<file path="src/rtl/rnd_pkg.sv">
package rnd_pkg;
  typedef enum logic [1:0] {
    RM_NEAR_EVEN = 2'b00,
    RM_TO_ZERO   = 2'b01,
    RM_UP        = 2'b10,
    RM_DOWN      = 2'b11
  } rndMode_e;

  // strobes from the decision logic to the datapath
  typedef struct packed {
    logic useLeftShift;
    logic addUlp;
    logic inexact;
  } rndStrobe_t;
endpackage

</file>
<file path="src/rtl/rnd_ctrl.sv">
module rnd_ctrl
  import rnd_pkg::*;
(
  input  logic [1:0] modeIn,
  input  logic       signIn,
  input  logic       postNorm,
  input  logic       sigLsb,
  input  logic       gBit,
  input  logic       rBit,
  input  logic       sBit,
  output rndStrobe_t strobe
);
  logic lastBit, roundBit, stickyBit, anyExtra;
  rndMode_e mode;

  assign mode = rndMode_e'(modeIn);

  // bit selection depends on whether a left normalization shift happened
  always_comb begin
    if (postNorm) begin
      lastBit   = gBit;
      roundBit  = rBit;
      stickyBit = sBit;
    end else begin
      lastBit   = sigLsb;
      roundBit  = gBit;
      stickyBit = rBit | sBit;
    end
  end

  assign anyExtra = roundBit | stickyBit;

  always_comb begin
    strobe.useLeftShift = postNorm;
    strobe.inexact      = anyExtra;
    unique case (mode)
      RM_NEAR_EVEN: strobe.addUlp = roundBit & (stickyBit | lastBit);
      RM_TO_ZERO:   strobe.addUlp = 1'b0;
      RM_UP:        strobe.addUlp = ~signIn & anyExtra;
      RM_DOWN:      strobe.addUlp = signIn & anyExtra;
      default:      strobe.addUlp = 1'b0;
    endcase
  end
endmodule

</file>
<file path="src/rtl/rnd_datapath.sv">
module rnd_datapath
  import rnd_pkg::*;
#(
  parameter int SIG_W = 24,
  parameter int EXP_W = 8
) (
  input  logic             clk,
  input  logic             rstN,
  input  logic             inValid,
  input  logic [SIG_W-1:0] sigIn,
  input  logic [EXP_W-1:0] expIn,
  input  logic             gBit,
  input  rndStrobe_t       strobe,
  output logic             outValid,
  output logic [SIG_W-1:0] outSig,
  output logic [EXP_W-1:0] outExp,
  output logic             outInexact
);
  localparam int SUM_W = SIG_W + 1;

  logic [SIG_W-1:0] alignedSig;
  logic [SUM_W-1:0] sumSig;
  logic             carryOut;
  logic [SIG_W-1:0] nextSig;
  logic [EXP_W-1:0] nextExp;

  assign alignedSig = strobe.useLeftShift ? {sigIn[SIG_W-2:0], gBit} : sigIn;
  assign sumSig     = {1'b0, alignedSig} + {{SIG_W{1'b0}}, strobe.addUlp};
  assign carryOut   = sumSig[SUM_W-1];
  assign nextSig    = carryOut ? sumSig[SUM_W-1:1] : sumSig[SIG_W-1:0];
  assign nextExp    = expIn + {{(EXP_W-1){1'b0}}, carryOut};

  always_ff @(posedge clk) begin
    if (!rstN) begin
      outValid   <= 1'b0;
      outSig     <= '0;
      outExp     <= '0;
      outInexact <= 1'b0;
    end else begin
      outValid <= inValid;
      if (inValid) begin
        outSig     <= nextSig;
        outExp     <= nextExp;
        outInexact <= strobe.inexact;
      end
    end
  end
endmodule

</file>
<file path="src/rtl/rnd_unit.sv">
module rnd_unit
  import rnd_pkg::*;
#(
  parameter int SIG_W = 24,
  parameter int EXP_W = 8
) (
  input  logic             clk,
  input  logic             rstN,
  input  logic             inValid,
  input  logic [1:0]       modeIn,
  input  logic             signIn,
  input  logic             postNorm,
  input  logic [SIG_W-1:0] sigIn,
  input  logic [EXP_W-1:0] expIn,
  input  logic             gBit,
  input  logic             rBit,
  input  logic             sBit,
  output logic             outValid,
  output logic [SIG_W-1:0] outSig,
  output logic [EXP_W-1:0] outExp,
  output logic             outInexact
);
  rndStrobe_t strobe;

  rnd_ctrl u_ctrl (
    .modeIn  (modeIn),
    .signIn  (signIn),
    .postNorm(postNorm),
    .sigLsb  (sigIn[0]),
    .gBit    (gBit),
    .rBit    (rBit),
    .sBit    (sBit),
    .strobe  (strobe)
  );

  rnd_datapath #(.SIG_W(SIG_W), .EXP_W(EXP_W)) u_dp (
    .clk       (clk),
    .rstN      (rstN),
    .inValid   (inValid),
    .sigIn     (sigIn),
    .expIn     (expIn),
    .gBit      (gBit),
    .strobe    (strobe),
    .outValid  (outValid),
    .outSig    (outSig),
    .outExp    (outExp),
    .outInexact(outInexact)
  );
endmodule

</file>
<file path="config.mk">
export PLATFORM = sky130hd
export DESIGN_NAME = rnd_unit
export DESIGN_NICKNAME = d
export VERILOG_FILES = /design/src/rtl/rnd_pkg.sv /design/src/rtl/rnd_ctrl.sv /design/src/rtl/rnd_datapath.sv /design/src/rtl/rnd_unit.sv
export SDC_FILE = /design/constraint.sdc
export NUM_CORES = 1
export LEC_CHECK = 0
export BUFFER_PORTS_ARGS = -buffer_cell sky130_fd_sc_hd__buf_4
export CAP_MARGIN = 20
export CORE_MARGIN = 1.5
export CORE_UTILIZATION = 56
export CTS_CLUSTER_SIZE = 25
export DETAILED_ROUTE_END_ITERATION = 6
export PLACE_DENSITY = 0.89
export SLEW_MARGIN = 20
export SYNTH_ARGS = -nofsm -noshare
export SYNTH_HDL_FRONTEND = slang
export SYNTH_SLANG_ARGS = --single-unit
</file>
<file path="constraint.sdc">
create_clock -name clk -period 10.8 [get_ports clk]
set_clock_uncertainty 0.05 [all_clocks]
set_input_delay 1.62 -clock clk [delete_from_list [all_inputs] [get_ports clk]]
set_output_delay 1.62 -clock clk [all_outputs]
set_load 0.02 [all_outputs]
</file>
Yosys cells after proc, flatten, opt, wreduce, memory -nomap -nowiden:

Index checks and enable logic that the tools add are counted.

* bitwise logic cells: 7
* mux-type cells: 6
* equal/unequal tests: 3
* add/subtract/negate cells: 2
* reductions and logical operators: 1

Operator list (count)
* $mux W24: 2
* $add A24 B1 Y25: 1
* $add A8 B1 Y8: 1
* $eq A2 B2 Y1 const B: 2
* $pmux W1 S4: 1
* $and A1 B1 Y1: 3
* $mux W1: 3
* $or A1 B1 Y1: 3
* $eq A2 B1 Y1 const B: 1
* $logic_not A2 Y1: 1
* $not A1 Y1: 1

* output and inout bits: 34
* register bits: 34
* logic and storage cells: 23

Longest topological paths before layout:

* word-level depth: 7
* mapped depth: 19
* mapped depth without buffers: 16

Hierarchy:

A second synthesis with hierarchy kept.

* cell total of the unflattened synthesis: 301
* area, all modules: 2474.9 um^2

By module, submodules not included
* rnd_datapath: seq. area each 680.7 um^2, area an instance 2396.0 um^2, cells an instance 289, instances 1
* rnd_ctrl: seq. area each 0.0 um^2, area an instance 78.8 um^2, cells an instance 12, instances 1

Least setup slack after synthesis:

OpenSTA, ideal clock, no wires.

* path type: input -> register
* start point: in postNorm
* end point: reg u_dp.outExp[6]
* stages on the path: 19
* data arrival time: 5136 ps
* setup slack: 5528 ps
* path buffers: 5
* cell sequence: buf_6 > buf_12 > buf_4 > buf_2 > buf_2 > a21oi_1 > o41ai_1 > ha_1 > ha_1 > nand4_1 > nor2_2 > nand4_2 > inv_1 > ha_1 > ha_1 > and3_1 > nand3_1 > xor2_1 > a211oi_1

* cells in the longest elaborated chain, start to end: 6
* elaborated cells on any way between the ends: 12
* classes of those cells: add/sub (2); mux (5); bitwise (5)

RTL lines
* start: declaration: line rnd_unit.sv:12 `input logic postNorm,`
* $mux W1: line rnd_ctrl.sv:20 `if (postNorm) begin`
* $or A1 B1 Y1, on equally long branches: line rnd_ctrl.sv:31, rnd_ctrl.sv:37
* $and A1 B1 Y1, on equally long branches: line rnd_ctrl.sv:40, rnd_ctrl.sv:37, rnd_ctrl.sv:39
* $pmux W1 S4: line rnd_ctrl.sv:36 `unique case (mode)`
* $add A24 B1 Y25 (*): line rnd_datapath.sv:28 `assign sumSig = {1'b0, alignedSig} + {{SIG_W{1'b0}}, strobe.addUlp};`
* $add A8 B1 Y8 (*): line rnd_datapath.sv:31 `assign nextExp = expIn + {{(EXP_W-1){1'b0}}, carryOut};`
* end signal: assignment: line rnd_datapath.sv:43 `outExp <= nextExp;`
* end: declaration: line rnd_datapath.sv:16 `output logic [EXP_W-1:0] outExp,`

Every way passes the cells marked *; elsewhere a longest branch is shown, timed or not.
A chain may end at the register's enable or synchronous reset.

Final worst setup path:

Ends and elaborated chain as after synthesis.

==> results.cfg <==
[global_route]
grt_remaining_overflow = 0
grt_max_degree = 42
antenna_found_initial = 0
grt_pass1_wl_um = 10900
gr-usage-all-layers = 0.272
grt_pass1_vias = 2431

[drt]
wl_per_cell_um = 15.8
routed_wl_um = 6540
route.vias.total = 2461
vias_per_cell = 5.93
drtIter0Drc = 134
ant_nets = 0
first_pass_iters = 5
route.detailed.drc = 0

[logic_synthesis]
synth_top_area_share = 0.269
ys_top_cells_by_count = 34 x dfxtp_1, 33 x mux2i_1, 27 x nor2_1, 25 x nand3_1
synth_ff_type = dfxtp_1
yosysMostFrequentCell = dfxtp_1
synthCells = 301
synth_top_cell_by_area = dfxtp_1
synth.net_count = 347
ys_types = 47
ys_async_sr_fraction = 0
yosys-top-cells-area = dfxtp_1 27%, mux2i_1 13%, xnor2_1 8.0%
synth-seq-cells = 34
ys_seq_area_frac = 0.269
synth_edf_count = 0
postSynthAreaPerCell_um2 = 8.41
synth_area_um2 = 2530
synth_warnings = 0

[critical_path]
worstSetupStartpointType = primary input
cp_slowest_cell = buf_4
cp_max_fo = 41
arrival_ns = 5.14
path_cells = buf_4 -> a21oi_1 -> o41ai_1 -> ha_1 -> ha_1 -> nand4_1 -> nor2_2 -> nand4_2 -> inv_1 -> ha_1 -> ha_1 -> and3_1 -> nand3_1 -> xor2_1 -> a211oi_1
cpPeakStageDelay_ns = 0.44
end_kind = flip-flop
cp.required_ns = 10.95
worstSetupPathType = primary input to flip-flop
cpMostUsedCell = ha_1

[final_layout]
fin_nets = 408
fillers = 341
n_antenna_cell = 0
area.growth.synth_to_final_pct = 25.9
drive_gt1_frac = 0.275
seqCellArea_um2 = 681
multi_input_area_um2 = 1720

[sta]
rsz0062_at_grt = no
timing.fmax_mhz = 200
finalCriticalPeriod_ns = 4.99
fin_setup_tns_ns = 0
hold_violations = 0
period_share = 0.462
worst_pin_slew_ns = 0.744
finalSetupViolCount = 0
maxSlewViolCount = 0
relSlewSlack = 0.500

[status]
status = finished clean

[clock_network]
root_buffer = clkbuf_8
path_clk_slew_ns = 0.07
cts_buffers = 5
htree_levels = 2
post-cts-setup-buffers = 0
cts.path.max_buffers = 2
clock_latency_ns = 0.28
cts_sinks = 34
hold_buffers = 0
cts_resized = 0
cts_tree = built

[floorplanning]
die-area_um2 = 4930
die_h_um = 70.2
coreArea_um2 = 4350
io_pins = 76
die_w_um = 70.2
row_count = 24
start_util = 0.581

[pwr]
p_total_uw = 380
max-vdd-ir-drop_mv = 0.134
p_leak_nw = 1.37
power.density_nw_per_um2 = 119

[place]
gp_congestion = 0.906
hpwlAfterDp_um = 4820
portBuffers = 75

[min_path]
hp-class = flip-flop to flip-flop

[job]
drv_cap = 0
## flip-flops by register name, indices dropped and copies added, names as in the netlist
signal and count:
u_dp.outInexact 1, u_dp.outSig 24, u_dp.outValid 1, u_dp.outExp 8
## worst paths after layout
path                   from             end  depth (start not counted)  slack, ns
min reg2reg  u_dp.outSig[7]  u_dp.outSig[7]                          2       0.42
max                postNorm  u_dp.outExp[6]                         15       5.81
max reg2reg  u_dp.outSig[0]  u_dp.outSig[0]                          2       9.98
min          u_dp.outSig[7]  u_dp.outSig[7]                          2       0.42
## layer usage
layer  up-vias  GRT usage  wire length (um)
li1       1201          -                 -
met1      1145      0.328              2760
met2        94      0.464              3220
met3        21     0.0577               349
met4         0      0.115               214
met5         -          0                 0
## cell families after synthesis
family,share of synthesized area
AND/OR/NAND/NOR,0.237
AO/OA/AOI/OAI,0.138
multiplexers,0.153
XOR/XNOR,0.131
flip-flops,0.269
buffers and inverters,0.0529
adder cells (fa/ha/maj),0.0198
## critical path: cells and delay by family
family / cells / cell delay, ns
fa+ha+maj: 4 / 0.90
compound gates: 3 / 0.66
buf+inv: 2 / 0.65
simple gates: 5 / 1.13
xor+xnor: 1 / 0.14
## power by group
part	switching [mW]	internal [mW]	leakage (nW)
registers	0.00509	0.134	0.282
clock network	0.0459	0.0984	0.0714
logic	0.0545	0.0421	1.01
## cell usage in the layout (no fill, tap or decap), types with 3 or more instances in the layout
cell type and count:
o21ai_0 11, buf_4 75, and2_1 4, dfxtp_1 34, nor2_1 27, xor2_1 13, nand4_2 3, mux2_2 5
a21oi_1 19, and3_1 4, nand2_1 23, o2bb2ai_1 3, nor4_1 3, ha_1 4, nand3_1 25, clkbuf_8 6
nand4_1 8, a32o_1 4, mux2i_1 33, a211oi_1 7, xnor2_1 23
## metrics by stage
stage / cells / utilization / area (um^2) / hold slack, ns / worst slack [ns]
floorplan: 301 / - / 2530 / 0.491 / 5.53
global placement: 407 / 0.699 / 3040 / 0.404 / 5.67
detailed placement: 407 / 0.699 / 3040 / 0.410 / 5.53
CTS: 415 / 0.732 / 3190 / 0.421 / 5.82
global route: 415 / 0.732 / 3190 / 0.439 / 5.39
finish: 415 / 0.732 / 3190 / 0.421 / 5.81
## area by class of cell
| type | instances | share of cell area |
|---|---|---|
| clock inverter | 2 | 0.0188 |
| timing repair buffer | 75 | 0.177 |
| inverter | 5 | 0.00589 |
| multi-input combinational | 241 | 0.539 |
| clock buffer | 6 | 0.0259 |
| tap | 52 | 0.0204 |
| sequential | 34 | 0.214 |
(Power assumes the default switching activity.)
